<file path="src/rtl/dispatch_pkg.sv">
package dispatch_pkg;

    typedef struct packed {
        logic nop;
        logic nonspec;
        logic store;
        logic load;
        logic squashed;
    } slot_flags_t;

    localparam int FLAG_W = $bits(slot_flags_t);

    typedef enum logic [2:0] {
        RT_IDLE,
        RT_DROP,
        RT_HALT,
        RT_LOAD,
        RT_STORE,
        RT_NONSPEC,
        RT_NOP,
        RT_PLAIN
    } route_e;

    // Priority decision for one slot.
    function automatic route_e pick_route(slot_flags_t f, logic live, logic full);
        route_e r;
        if (!live)            r = RT_IDLE;
        else if (f.squashed)  r = RT_DROP;
        else if (full)        r = RT_HALT;
        else if (f.load)      r = RT_LOAD;
        else if (f.store)     r = RT_STORE;
        else if (f.nonspec)   r = RT_NONSPEC;
        else if (f.nop)       r = RT_NOP;
        else                  r = RT_PLAIN;
        return r;
    endfunction

    function automatic logic takes_entry(route_e r);
        return (r == RT_LOAD) || (r == RT_STORE) || (r == RT_NONSPEC) ||
               (r == RT_NOP) || (r == RT_PLAIN);
    endfunction

    // Population count for vectors up to 32 bits.
    function automatic int unsigned ones32(logic [31:0] v);
        int unsigned n;
        n = 0;
        for (int k = 0; k < 32; k++) n += int'(v[k]);
        return n;
    endfunction

endpackage

</file>
<file path="src/rtl/dispatch_slot.sv">
module dispatch_slot
    import dispatch_pkg::*;
#(
    parameter int FREE_W = 4
) (
    input  logic              live,
    input  slot_flags_t       flags,
    input  logic [FREE_W-1:0] used_in,
    input  logic [FREE_W-1:0] free_cnt,
    input  logic              halted_in,
    output route_e            route,
    output logic [FREE_W-1:0] used_out,
    output logic              halted_out
);
    logic full;

    always_comb begin
        full       = (used_in >= free_cnt);
        route      = pick_route(flags, live && !halted_in, full);
        used_out   = used_in + (takes_entry(route) ? FREE_W'(1) : FREE_W'(0));
        halted_out = halted_in || (route == RT_HALT);
    end
endmodule

</file>
<file path="src/rtl/dispatch_tally.sv">
module dispatch_tally #(
    parameter int WIDTH = 4,
    parameter int CNT_W = 16
) (
    input  logic             clk,
    input  logic             rst,
    input  logic [WIDTH-1:0] iq_ins,
    input  logic [WIDTH-1:0] sq_drop,
    input  logic [WIDTH-1:0] lsq_load,
    input  logic [WIDTH-1:0] lsq_store,
    input  logic [WIDTH-1:0] nonspec_ins,
    input  logic             halt_evt,
    output logic [CNT_W-1:0] cnt_disp,
    output logic [CNT_W-1:0] cnt_squash,
    output logic [CNT_W-1:0] cnt_load,
    output logic [CNT_W-1:0] cnt_store,
    output logic [CNT_W-1:0] cnt_nonspec,
    output logic [CNT_W-1:0] cnt_full
);
    import dispatch_pkg::*;

    localparam int NCNT = 6;

    logic [NCNT-1:0][CNT_W-1:0] inc;
    logic [NCNT-1:0][CNT_W-1:0] acc;

    always_comb begin
        inc[0] = CNT_W'(ones32(32'(iq_ins)));
        inc[1] = CNT_W'(ones32(32'(sq_drop)));
        inc[2] = CNT_W'(ones32(32'(lsq_load)));
        inc[3] = CNT_W'(ones32(32'(lsq_store)));
        inc[4] = CNT_W'(ones32(32'(nonspec_ins)));
        inc[5] = CNT_W'(halt_evt);
    end

    for (genvar c = 0; c < NCNT; c++) begin : g_cnt
        always_ff @(posedge clk) begin
            if (rst) acc[c] <= '0;
            else     acc[c] <= acc[c] + inc[c];
        end
    end

    assign cnt_disp    = acc[0];
    assign cnt_squash  = acc[1];
    assign cnt_load    = acc[2];
    assign cnt_store   = acc[3];
    assign cnt_nonspec = acc[4];
    assign cnt_full    = acc[5];

    // each halt event advances the full counter by one
    assert_full_event_R4: assert property (@(posedge clk) disable iff (rst)
        halt_evt |=> cnt_full == $past(cnt_full) + CNT_W'(1));

    // counters hold zero in the cycle after reset
    assert_reset_zero_R1: assert property (@(posedge clk)
        rst |=> (cnt_disp == '0 && cnt_full == '0 && cnt_squash == '0));

    // an idle cycle leaves the dispatched count unchanged
    assert_disp_hold_R12: assert property (@(posedge clk) disable iff (rst)
        (iq_ins == '0) |=> $stable(cnt_disp));
endmodule

</file>
<file path="src/rtl/dispatch_router.sv">
module dispatch_router
    import dispatch_pkg::*;
#(
    parameter int WIDTH  = 4,
    parameter int FREE_W = 4,
    parameter int CNT_W  = 16,
    localparam int IDX_W = $clog2(WIDTH + 1)
) (
    input  logic                    clk,
    input  logic                    rst,
    input  logic                    grp_valid,
    input  logic [IDX_W-1:0]        grp_size,
    input  logic [FLAG_W*WIDTH-1:0] slot_flags,
    input  logic [FREE_W-1:0]       iq_free,
    output logic [WIDTH-1:0]        iq_ins,
    output logic [WIDTH-1:0]        lsq_load,
    output logic [WIDTH-1:0]        lsq_store,
    output logic [WIDTH-1:0]        nonspec_ins,
    output logic [WIDTH-1:0]        nop_done,
    output logic [WIDTH-1:0]        commit_ok,
    output logic [WIDTH-1:0]        sq_drop,
    output logic                    block_req,
    output logic                    stall_rename,
    output logic [IDX_W-1:0]        next_slot,
    output logic [CNT_W-1:0]        cnt_disp,
    output logic [CNT_W-1:0]        cnt_squash,
    output logic [CNT_W-1:0]        cnt_load,
    output logic [CNT_W-1:0]        cnt_store,
    output logic [CNT_W-1:0]        cnt_nonspec,
    output logic [CNT_W-1:0]        cnt_full
);
    logic [WIDTH:0][FREE_W-1:0] used_chain;
    logic [WIDTH:0]             halt_chain;
    route_e                     route [WIDTH];

    assign used_chain[0] = '0;
    assign halt_chain[0] = 1'b0;

    for (genvar i = 0; i < WIDTH; i++) begin : g_slot
        slot_flags_t fl;
        logic        live;

        assign fl   = slot_flags[i*FLAG_W +: FLAG_W];
        assign live = grp_valid && (IDX_W'(i) < grp_size);

        dispatch_slot #(.FREE_W(FREE_W)) u_slot (
            .live      (live),
            .flags     (fl),
            .used_in   (used_chain[i]),
            .free_cnt  (iq_free),
            .halted_in (halt_chain[i]),
            .route     (route[i]),
            .used_out  (used_chain[i+1]),
            .halted_out(halt_chain[i+1])
        );

        always_comb begin
            iq_ins[i]      = (route[i] == RT_LOAD) || (route[i] == RT_STORE) ||
                             (route[i] == RT_PLAIN);
            lsq_load[i]    = (route[i] == RT_LOAD);
            lsq_store[i]   = (route[i] == RT_STORE);
            nonspec_ins[i] = (route[i] == RT_NONSPEC);
            nop_done[i]    = (route[i] == RT_NOP);
            commit_ok[i]   = (route[i] == RT_NONSPEC) || (route[i] == RT_NOP);
            sq_drop[i]     = (route[i] == RT_DROP);
        end

        // one destination class per slot
        assert_one_class_R9: assert property (@(posedge clk) disable iff (rst)
            $onehot0({sq_drop[i], iq_ins[i], nonspec_ins[i], nop_done[i]}));

        // slots past the group size stay silent
        assert_beyond_size_R10: assert property (@(posedge clk) disable iff (rst)
            (IDX_W'(i) >= grp_size) |->
            !(sq_drop[i] || iq_ins[i] || nonspec_ins[i] || nop_done[i]));
    end

    always_comb begin
        next_slot = grp_valid ? grp_size : '0;
        for (int k = WIDTH - 1; k >= 0; k--) begin
            if (route[k] == RT_HALT) next_slot = IDX_W'(k);
        end
    end

    assign block_req    = halt_chain[WIDTH];
    assign stall_rename = halt_chain[WIDTH];

    dispatch_tally #(.WIDTH(WIDTH), .CNT_W(CNT_W)) u_tally (
        .clk        (clk),
        .rst        (rst),
        .iq_ins     (iq_ins),
        .sq_drop    (sq_drop),
        .lsq_load   (lsq_load),
        .lsq_store  (lsq_store),
        .nonspec_ins(nonspec_ins),
        .halt_evt   (block_req),
        .cnt_disp   (cnt_disp),
        .cnt_squash (cnt_squash),
        .cnt_load   (cnt_load),
        .cnt_store  (cnt_store),
        .cnt_nonspec(cnt_nonspec),
        .cnt_full   (cnt_full)
    );

    // a halted slot lies inside the group
    assert_halt_inside_R4: assert property (@(posedge clk) disable iff (rst)
        block_req |-> (next_slot < grp_size));

    // entries taken never exceed the free count
    assert_capacity_R11: assert property (@(posedge clk) disable iff (rst)
        $countones(iq_ins | nonspec_ins | nop_done) <= int'(iq_free));

    // memory-queue inserts always pair with a scheduler insert
    assert_mem_pair_R5: assert property (@(posedge clk) disable iff (rst)
        ((lsq_load | lsq_store) & ~iq_ins) == '0);

    // no group, no activity
    assert_idle_R2: assert property (@(posedge clk) disable iff (rst)
        !grp_valid |-> (!block_req && next_slot == '0 && sq_drop == '0));
endmodule

</file>
<file path="config.mk">
export PLATFORM = sky130hd
export DESIGN_NAME = dispatch_router
export DESIGN_NICKNAME = d
export VERILOG_FILES = /design/src/rtl/dispatch_pkg.sv /design/src/rtl/dispatch_slot.sv /design/src/rtl/dispatch_tally.sv /design/src/rtl/dispatch_router.sv
export SDC_FILE = /design/constraint.sdc
export NUM_CORES = 1
export LEC_CHECK = 0
export ABC_AREA = 1
export BUFFER_PORTS_ARGS = -buffer_cell sky130_fd_sc_hd__buf_2
export CORE_MARGIN = 2
export CORE_UTILIZATION = 52
export CTS_BUF_LIST = sky130_fd_sc_hd__clkbuf_8 sky130_fd_sc_hd__clkbuf_16
export CTS_CLUSTER_SIZE = 25
export DETAILED_ROUTE_END_ITERATION = 16
export PLACE_DENSITY = 0.8
export SLEW_MARGIN = 40
export SYNTH_ARGS = -nofsm -noshare
export SYNTH_HDL_FRONTEND = slang
export SYNTH_SLANG_ARGS = --single-unit
</file>
<file path="constraint.sdc">
create_clock -name clk -period 8 [get_ports clk]
set_input_delay 0.8 -clock clk [delete_from_list [all_inputs] [get_ports clk]]
set_output_delay 0.8 -clock clk [all_outputs]
set_load 0.03 [all_outputs]
</file>
==> results of run 1 <==
-- sequential cells by signal, indices dropped and copies added (netlist names) --
signal and flops:
u_tally.cnt_load 16, u_tally.cnt_squash 16, u_tally.cnt_disp 16, u_tally.cnt_store 16, u_tally.cnt_nonspec 16, u_tally.cnt_full 16
-- through the flow --
step | hold slack [ps] | utilization (%)
floorplan | 575 | -
global placement | 433 | 62.0
detailed placement | 439 | 62.0
CTS | 455 | 64.1
global route | 503 | 64.3
finish | 450 | 64.3
-- worst paths after layout --
path                           start                       to  slack (ps)  cells past startpoint
max                        grp_valid    u_tally.cnt_store[14]         670                     55
min          u_tally.cnt_nonspec[15]  u_tally.cnt_nonspec[15]         450                      1
max reg2reg     u_tally.cnt_store[0]    u_tally.cnt_store[14]        4990                     21
min reg2reg  u_tally.cnt_nonspec[15]  u_tally.cnt_nonspec[15]         450                      1
-- metal layers --
metal / part of all wire, % / GRT usage, % / up-vias
met1: 46 / 28.1 / 2303
met4: 2.0 / 6.95 / 0
met3: 5.6 / 4.58 / 21
met5: 0 / 0 / -
met2: 46 / 37.0 / 115
li1: - / - / 2727
-- what timing repair did --
| item | CTS | global route |
|---|---|---|
| setup buffers | 0 | 1 |
| gates resized for setup | 0 | 10 |
| endpoints found under the setup margin | 0 | 5 |
-- critical path, delay by kind of cell --
kind | cells | cell delay (ps)
AOI/OAI and AO/OA | 8 | 1110
adders and majority gates | 7 | 2090
buffers and inverters | 12 | 840
and+or+nand+nor | 28 | 2700
-- cell families (layout without fill, tap and decap cells) --
| logic type | Yosys count | count (layout) | synth area share, % |
|---|---|---|---|
| XOR/XNOR | 4 | 4 | 0.651 |
| AO/OA/AOI/OAI | 151 | 151 | 14.9 |
| flip-flops | 96 | 96 | 35.7 |
| adder cells (fa/ha/maj) | 44 | 44 | 11.8 |
| AND/OR/NAND/NOR | 291 | 291 | 24.9 |
| buffers and inverters | 172 | 338 | 12.1 |
-- power groups by stage --
| stage | logic [mW] | registers, mW | clock network (mW) |
|---|---|---|---|
| floorplan | 0.114 | 0.534 | 0 |
| global placement | 0.188 | 0.510 | 0 |
| detailed placement | 0.192 | 0.510 | 0 |
| CTS | 0.193 | 0.499 | 0.347 |
| global route | 0.219 | 0.501 | 0.363 |
| finish | 0.194 | 0.499 | 0.336 |
-- area by class of cell --
type / count / area share [%]
clock buffer: 9 / 1.89
sequential: 96 / 29.3
multi-input combinational: 490 / 43.2
inverter: 161 / 9.22
clock inverter: 7 / 1.34
tap: 136 / 2.60
timing repair buffer: 161 / 12.4
-- placed cells by master (no fill, tap or decap), types with 3 or more instances in the layout --
| cell type | n |
|---|---|
| sky130_fd_sc_hd__xor2_1 | 3 |
| sky130_fd_sc_hd__and3_1 | 3 |
| sky130_fd_sc_hd__o21ai_1 | 7 |
| sky130_fd_sc_hd__nor3_1 | 24 |
| sky130_fd_sc_hd__inv_2 | 8 |
| sky130_fd_sc_hd__buf_2 | 158 |
| sky130_fd_sc_hd__nor2_1 | 98 |
| sky130_fd_sc_hd__buf_4 | 3 |
| sky130_fd_sc_hd__a21oi_1 | 72 |
| sky130_fd_sc_hd__nand4_1 | 6 |
| sky130_fd_sc_hd__dfxtp_1 | 96 |
| sky130_fd_sc_hd__nor3b_1 | 6 |
| sky130_fd_sc_hd__nand2_1 | 104 |
| sky130_fd_sc_hd__fa_1 | 10 |
| sky130_fd_sc_hd__ha_1 | 33 |
| sky130_fd_sc_hd__nand3_1 | 15 |
| sky130_fd_sc_hd__nor2_2 | 12 |
| sky130_fd_sc_hd__clkbuf_8 | 9 |
| sky130_fd_sc_hd__nor3_2 | 6 |
| sky130_fd_sc_hd__inv_1 | 153 |
| sky130_fd_sc_hd__o21ai_0 | 53 |
| sky130_fd_sc_hd__o21a_1 | 5 |
| sky130_fd_sc_hd__a31oi_1 | 4 |
==> impl_metrics.json, run 1 <==
{
  "detail-route-antenna-nets": 0,
  "worst-endpoint-arrival_ps": 7550,
  "cap_violations": 0,
  "ctsRootBufferMaster": "sky130_fd_sc_hd__clkbuf_8",
  "syn_inst": 758,
  "endpoint_kind": "register",
  "clock-skew-final_ps": 9.96,
  "drt_iter0_drc": 202,
  "clock_tree.htree_level_count": 3,
  "timing.critical_path.required_ps": 8220,
  "power.share.combinational_pct": 18.9,
  "synth-main-ff-cell": "sky130_fd_sc_hd__dfxtp_1",
  "final_instance_area_um2": 6550,
  "antenna-diode-count": 0,
  "wire_per_inst_um": 11.7,
  "worstMarginPinSlew_ps": 725,
  "min_path_type": "reg -> reg",
  "synth_sequential_area_ratio_pct": 35.7,
  "die_height_um": 106,
  "start_util_pct": 52.9,
  "setup_viol": 0,
  "peakVddDrop_mv": 0.0977,
  "seq_cell_area_um2": 1920,
  "die_x_um": 106,
  "max_slew_margin_pct": 51.7,
  "synth_commonest_cells": "sky130_fd_sc_hd__inv_1, sky130_fd_sc_hd__nand2_1, sky130_fd_sc_hd__nor2_1",
  "critPathSlowestCell": "sky130_fd_sc_hd__fa_1",
  "design.die.area_um2": 11200,
  "max_freq_ghz": 0.136,
  "synthDominantAreaCellType": "sky130_fd_sc_hd__dfxtp_1",
  "placed_area_um2": 6310,
  "yosys_top_cell_area_share_pct": 35.7,
  "design.final.nets": 993,
  "period_share_pct": 91.6,
  "synth_area_per_cell_um2": 7.10,
  "n_fill_cell": 951,
  "criticalPathCategory": "in -> reg",
  "design.portCount": 159,
  "clock_power_share_pct": 32.7,
  "async_flop_share_pct": 0,
  "min_period_ps": 7330,
  "post-place-ws_ps": 130,
  "fin_hold_viols": 0,
  "post-place-cells": 1043,
  "cts_tree": "done",
  "core_region_area_um2": 10200,
  "synthDistinctLibCells": 41,
  "synth.cell_area_um2": 5390,
  "routed_via_density": 4.87,
  "global_route.usage.total_pct": 21.9,
  "area_growth_syn_to_layout_pct": 21.7,
  "cts_sinks": 96,
  "net-switching-power_mw": 0.325,
  "post_layout_nonfiller_instances": 1060,
  "worstSkewPairLatency_ps": 360,
  "p_seq_share_pct": 48.5,
  "p_total_mw": 1.03,
  "ctsLongestPathBuffers": 2,
  "cts-buffers-inserted": 9,
  "outcome": "finished, final reports clean",
  "global_route.overflow_total": 0,
  "power.density_nw_per_um2": 157,
  "detailed_place_hpwl_um": 9690,
  "synthesis.nets": 832,
  "setup_total_negative_slack_ps": 0,
  "first_global_vias": 4587,
  "cts_hold_buf": 0,
  "synth-edff-count": 0,
  "clkSlewWorstSetupHoldPaths_ps": 110,
  "leakagePower_nw": 3.26,
  "num_vias": 5166,
  "setup_ws_ps": 670,
  "switching_share_pct": 31.6,
  "antenna_found_initial": 0,
  "rows": 37,
  "detail_route.drc_violations": 0,
  "grt_first_pass_wirelength_um": 20100,
  "area_used_by_multi_input_combinational_logic_um2": 2830,
  "highest_cell_delay_on_the_worst_timing_path_ps": 530,
  "portBuffers": 158,
  "drive_above_1_share_pct": 24.0,
  "dr.pass1.iters": 5,
  "global_placer_s_final_weighted_congestion": 0.977,
  "ys_ff_latch": 96,
  "cell_internal_power_mw": 0.704,
  "setup.worst_path.start_class": "primary input",
  "timing.critical_path.mode_cell": "sky130_fd_sc_hd__nand2_1",
  "final_max_slew_viol_count": 0,
  "synth.most_common_cell": "sky130_fd_sc_hd__inv_1",
  "worst_path_max_fanout": 4,
  "drt-total-wl_um": 12400,
  "synthesis.yosys.warnings": 0,
  "synth.top_cells.by_area": "sky130_fd_sc_hd__dfxtp_1, sky130_fd_sc_hd__inv_1, sky130_fd_sc_hd__ha_1",
  "largest_net_degree_at_the_start_of_global_routing": 63
}
(Power assumes the default switching activity.)
==> run 2, diff against run 1 <==
CORE_UTILIZATION = 36   (was 52)
PLACE_DENSITY = 0.64   (was 0.8)
==> impl_metrics.json, run 2 (synthesized netlist as in run 1, its figures left out) <==
{
  "outcome": "finished, final reports clean",
  "rows": 44,
  "die_height_um": 126,
  "core_region_area_um2": 14600,
  "cts_hold_buf": 0,
  "most_frequent_cells_in_the_layout": "sky130_fd_sc_hd__buf_2, sky130_fd_sc_hd__inv_1, sky130_fd_sc_hd__nand2_1",
  "clock-skew-final_ps": 6.58,
  "p_total_mw": 1.21,
  "min_path_type": "reg -> reg",
  "global_placer_s_final_weighted_congestion": 0.866,
  "critPathSlowestCell": "sky130_fd_sc_hd__fa_1",
  "grt_first_pass_wirelength_um": 22100,
  "largest_net_degree_at_the_start_of_global_routing": 61,
  "design.portCount": 159,
  "design.die.area_um2": 16000,
  "ctsLongestPathBuffers": 2,
  "cts_tree": "done",
  "final_instance_area_um2": 6820,
  "post_layout_nonfiller_instances": 1111,
  "max_freq_ghz": 0.139,
  "power.density_nw_per_um2": 177,
  "final_core_utilization_pct": 46.7,
  "worstMarginPinSlew_ps": 569,
  "leakagePower_nw": 3.34,
  "max_slew_margin_pct": 62.1,
  "ctsRootBufferMaster": "sky130_fd_sc_hd__clkbuf_16",
  "design.final.nets": 996,
  "worst-endpoint-arrival_ps": 7440,
  "cts-buffers-inserted": 9,
  "criticalPathCategory": "in -> reg",
  "area_growth_syn_to_layout_pct": 26.6,
  "highest_cell_delay_on_the_worst_timing_path_ps": 530,
  "timing.critical_path.buf_inv": 14,
  "worstSkewPairLatency_ps": 350,
  "placed_area_um2": 6370,
  "detailed_place_hpwl_um": 10300,
  "period_share_pct": 90.0,
  "clock_tree.htree_level_count": 3,
  "dr.pass1.iters": 4,
  "endpoint_kind": "register",
  "final_max_slew_viol_count": 0,
  "mostFrequentLayoutCell": "sky130_fd_sc_hd__buf_2",
  "antenna_found_initial": 0,
  "first_global_vias": 4691,
  "global_route.usage.total_pct": 16.9,
  "routed_via_density": 4.59,
  "cap_violations": 0,
  "n_fill_cell": 1475,
  "drive_above_1_share_pct": 25.1,
  "global_route.overflow_total": 0,
  "start_util_pct": 36.9,
  "crit_family": "simple AND/OR/NAND/NOR gates",
  "detail_route.drc_violations": 0,
  "drt-total-wl_um": 13300,
  "fin_hold_viols": 0,
  "antenna-diode-count": 0,
  "timing.critical_path.required_ps": 8250,
  "wire_per_inst_um": 12.0,
  "clkSlewWorstSetupHoldPaths_ps": 70,
  "peakVddDrop_mv": 0.171,
  "min_period_ps": 7200,
  "drt_iter0_drc": 229,
  "worst_path_max_fanout": 5,
  "setup_total_negative_slack_ps": 0,
  "die_x_um": 126,
  "setup.worst_path.start_class": "primary input",
  "setup_viol": 0,
  "num_vias": 5096,
  "cts_sinks": 96,
  "detail-route-antenna-nets": 0,
  "portBuffers": 158,
  "post-place-cells": 1091
}
-- run 2: cell count changes in the layout (fill, tap and decap cells not counted), moves of 2 or more --
cell,before,now
sky130_fd_sc_hd__bufinv_16,1,3
sky130_fd_sc_hd__inv_2,8,10
sky130_fd_sc_hd__nand2_2,2,4
sky130_fd_sc_hd__nand2_1,104,102
sky130_fd_sc_hd__nand3_1,15,13
sky130_fd_sc_hd__buf_4,3,7
sky130_fd_sc_hd__inv_1,153,151
sky130_fd_sc_hd__clkbuf_16,0,9
sky130_fd_sc_hd__clkbuf_8,9,1
-- run 2: through the flow --
stage | worst slack, ps | hold WS, ps
floorplan | 188 | 575
CTS | 555 | 457
finish | 804 | 457
detailed placement | 204 | 443
global placement | 393 | 437
global route | -15.4 | 506
-- run 2: worst reg2reg max path: cells and delay by family, from the launching register on --
family / cells / cell delay [ps]
AOI/OAI and AO/OA: 1 / 60
buffers and inverters: 7 / 470
and+or+nand+nor: 10 / 1010
adders and majority gates: 3 / 940
DFF: 1 / 320
-- run 2: final cells by class --
type / count / area, um^2 / share of cell area [%]
Sequential cell: 96 / 1920 / 28.2
Tap cell: 184 / 230 / 3.38
Inverter: 161 / 604 / 8.86
Clock buffer: 10 / 239 / 3.50
Multi-Input combinational cell: 490 / 2870 / 42.1
Clock inverter: 6 / 114 / 1.67
Timing Repair Buffer: 164 / 838 / 12.3
-- run 2: timing repair --
action / CTS / global route
setup buffers: 0 / 4
endpoints found under the setup margin: 0 / 15
resized for setup: 0 / 21
-- run 2: final timing paths --
path / start / endpoint / slack, ps / cells past startpoint
worst min-delay path: u_tally.cnt_nonspec[15] / u_tally.cnt_nonspec[15] / 460 / 1
worst min register to register: u_tally.cnt_nonspec[15] / u_tally.cnt_nonspec[15] / 460 / 1
worst max register to register: u_tally.cnt_store[0] / u_tally.cnt_store[14] / 5060 / 21
worst max-delay path: grp_valid / u_tally.cnt_nonspec[14] / 800 / 56
-- run 2: metal layers --
metal  up-vias  global-route usage [%]  routed length, um  share of wire (%)
met4         0                    4.85                197                1.5
met3        15                    4.77                769                5.8
met1      2248                    22.1               6310                 47
met2        95                    27.5               6020                 45
met5         -                       0                  0                  0
li1       2738                       -                  -                  -
-- run 2: power breakdown --
| part | internal [mW] | switching (mW) | total, mW | leakage, nW |
|---|---|---|---|---|
| logic | 0.0637 | 0.131 | 0.195 | 2.39 |
| registers | 0.490 | 0.00818 | 0.499 | 0.774 |
| clock network | 0.317 | 0.199 | 0.516 | 0.176 |
==> run 3, diff against run 2 <==
ABC_AREA = default   (was 1)
PLACE_DENSITY = 0.65   (was 0.64)
==> impl_metrics.json, run 3 <==
{
  "peakVddDrop_mv": 0.113,
  "ctsLongestPathBuffers": 2,
  "dr.pass1.iters": 5,
  "area_growth_syn_to_layout_pct": 24.6,
  "drt-total-wl_um": 12400,
  "clock-skew-final_ps": 6.10,
  "post_layout_nonfiller_instances": 925,
  "first_global_vias": 3974,
  "max_slew_margin_pct": 50.6,
  "clkSlewWorstSetupHoldPaths_ps": 70,
  "worst_path_max_fanout": 10,
  "synth-edff-count": 0,
  "unrepaired_setup_endpoints_after_global_routing": "false",
  "wire_per_inst_um": 13.4,
  "n_fill_cell": 1384,
  "min_path_type": "reg -> reg",
  "synth.most_common_cell": "sky130_fd_sc_hd__dfxtp_1",
  "largest_net_degree_at_the_start_of_global_routing": 98,
  "synth-main-ff-cell": "sky130_fd_sc_hd__dfxtp_1",
  "design.portCount": 159,
  "reg2reg_to": "u_tally.cnt_disp[10]",
  "r2r_setup_slack_ps": 5530,
  "synthDistinctLibCells": 50,
  "global_route.overflow_total": 0,
  "detail-route-antenna-nets": 0,
  "start_util_pct": 37.0,
  "synthDominantAreaCellType": "sky130_fd_sc_hd__dfxtp_1",
  "power.density_nw_per_um2": 164,
  "launching_point_of_the_worst_reg2reg_path": "u_tally.cnt_disp[0]",
  "setup_ws_ps": 889,
  "setup_viol": 0,
  "cts_hold_buf": 0,
  "cts.repair_timing.setup_buffer_count": 0,
  "grt_first_pass_wirelength_um": 20000,
  "ctsRootBufferMaster": "sky130_fd_sc_hd__clkbuf_16",
  "mostFrequentLayoutCell": "sky130_fd_sc_hd__buf_2",
  "global_placer_s_final_weighted_congestion": 0.861,
  "postCtsResizedCells": 0,
  "seq_cell_area_um2": 1920,
  "worstHoldEndpoint": "u_tally.cnt_load[15]",
  "routed_via_density": 4.82,
  "area_used_by_multi_input_combinational_logic_um2": 3070,
  "core_region_area_um2": 13900,
  "p_total_mw": 1.05,
  "r2r_cells": 8,
  "design.die.area_um2": 15300,
  "timing.hold.worst_path_depth": 2,
  "die_x_um": 124,
  "antenna_found_initial": 0,
  "cap_violations": 0,
  "post-place-cells": 909,
  "num_vias": 4459,
  "drive_above_1_share_pct": 24.7,
  "timing.critical_path.mode_cell": "sky130_fd_sc_hd__ha_1",
  "whs_ps": 509,
  "min_period_ps": 7110,
  "setup_total_negative_slack_ps": 0,
  "drt_iter0_drc": 195,
  "setup.worst_path.start_class": "primary input",
  "antenna-diode-count": 0,
  "cts_sinks": 96,
  "ys_ff_latch": 96,
  "criticalPathCategory": "in -> reg",
  "cts_tree": "done",
  "detail_route.drc_violations": 0,
  "synth_commonest_cells": "sky130_fd_sc_hd__dfxtp_1, sky130_fd_sc_hd__nor2_1, sky130_fd_sc_hd__xor2_1",
  "synth_sequential_area_ratio_pct": 37.3,
  "synth_area_per_cell_um2": 8.82,
  "timing.critical_path.required_ps": 8210,
  "outcome": "finished, final reports clean",
  "syn_inst": 584,
  "worst-endpoint-arrival_ps": 7320,
  "most_frequent_cells_in_the_layout": "sky130_fd_sc_hd__buf_2, sky130_fd_sc_hd__dfxtp_1, sky130_fd_sc_hd__nor2_1",
  "post-place-ws_ps": 493,
  "detailed_place_hpwl_um": 9530,
  "synthesis.yosys.warnings": 0,
  "critPathSlowestCell": "sky130_fd_sc_hd__nor3_1",
  "clock_tree.htree_level_count": 3,
  "worstMarginPinSlew_ps": 741,
  "synthesis.nets": 658,
  "final_instance_area_um2": 6420,
  "die_height_um": 124,
  "yosys_top_cell_area_share_pct": 37.3,
  "rows": 43,
  "timing.hold.worst.start": "u_tally.cnt_load[15]",
  "portBuffers": 158,
  "fin_hold_viols": 0,
  "worstSkewPairLatency_ps": 350,
  "final_core_utilization_pct": 46.1,
  "period_share_pct": 88.9,
  "async_flop_share_pct": 0,
  "final_max_slew_viol_count": 0,
  "cts-buffers-inserted": 9,
  "design.final.nets": 814,
  "endpoint_kind": "register",
  "placed_area_um2": 6120,
  "synth.cell_area_um2": 5150,
  "global_route.usage.total_pct": 16.6,
  "max_freq_ghz": 0.141,
  "leakagePower_nw": 3.04,
  "synth.top_cells.by_area": "sky130_fd_sc_hd__dfxtp_1, sky130_fd_sc_hd__xor2_1, sky130_fd_sc_hd__ha_1",
  "highest_cell_delay_on_the_worst_timing_path_ps": 540
}
[run 3: cell types whose count changed in the layout (fill, tap and decap cells not counted), moves of 12 or more]
cell / delta
sky130_fd_sc_hd__xor2_1: +50
sky130_fd_sc_hd__nand3_1: +15
sky130_fd_sc_hd__nor2b_1: +20
sky130_fd_sc_hd__inv_1: -123
sky130_fd_sc_hd__nand2_1: -61
sky130_fd_sc_hd__xnor2_1: +19
sky130_fd_sc_hd__o21ai_0: -40
sky130_fd_sc_hd__nor2_2: -12
sky130_fd_sc_hd__and2_1: +15
sky130_fd_sc_hd__a21oi_1: -60
[run 3: kinds of logic after synthesis]
| family | synth area share, % |
|---|---|
| flip-flops | 37.3 |
| adder cells (fa/ha/maj) | 12.3 |
| buffers and inverters | 3.06 |
| multiplexers | 0.194 |
| AND/OR/NAND/NOR | 28.2 |
| XOR/XNOR | 12.4 |
| AO/OA/AOI/OAI | 6.58 |
[run 3: worst max-delay path, delay by kind of cell]
family / cells / cell delay, ps
buf+inv: 4 / 410
simple gates: 12 / 2940
fa+ha+maj: 7 / 2020
xor+xnor: 1 / 110
compound gates: 5 / 1030
[run 3: how the worst max path moves through the flow]
stage	cells after the start	endpoint	start
after floorplan	28	u_tally.cnt_disp[10]	grp_size[0]
after global placement	29	u_tally.cnt_store[14]	grp_valid
after detailed placement	29	u_tally.cnt_store[14]	grp_valid
after CTS	28	u_tally.cnt_disp[10]	grp_valid
after global routing	28	u_tally.cnt_disp[10]	grp_valid
final	29	u_tally.cnt_store[14]	grp_valid
[run 3: cell type report]
class                   count  share of cell area [%]
clock buffers               9                    3.51
clock inverters             7                    1.15
well taps                 180                    3.51
inverters                  28                    1.64
multi-input cells         447                    47.9
flip-flops and latches     96                    29.9
repair buffers            158                    12.4
[run 3: per-layer routing]
metal	vias up	wire length [um]	GRT usage (%)
li1	2297	-	-
met1	2030	5910	23.3
met2	117	5520	25.0
met3	15	753	3.62
met4	0	206	6.11
met5	-	0	0
[run 3: report_power, final]
| part | switching, mW | leakage (nW) | internal (mW) |
|---|---|---|---|
| Sequential | 0.00511 | 0.774 | 0.487 |
| Clock | 0.190 | 0.139 | 0.242 |
| Combinational | 0.0850 | 2.13 | 0.0456 |
| Total | 0.280 | 3.04 | 0.774 |
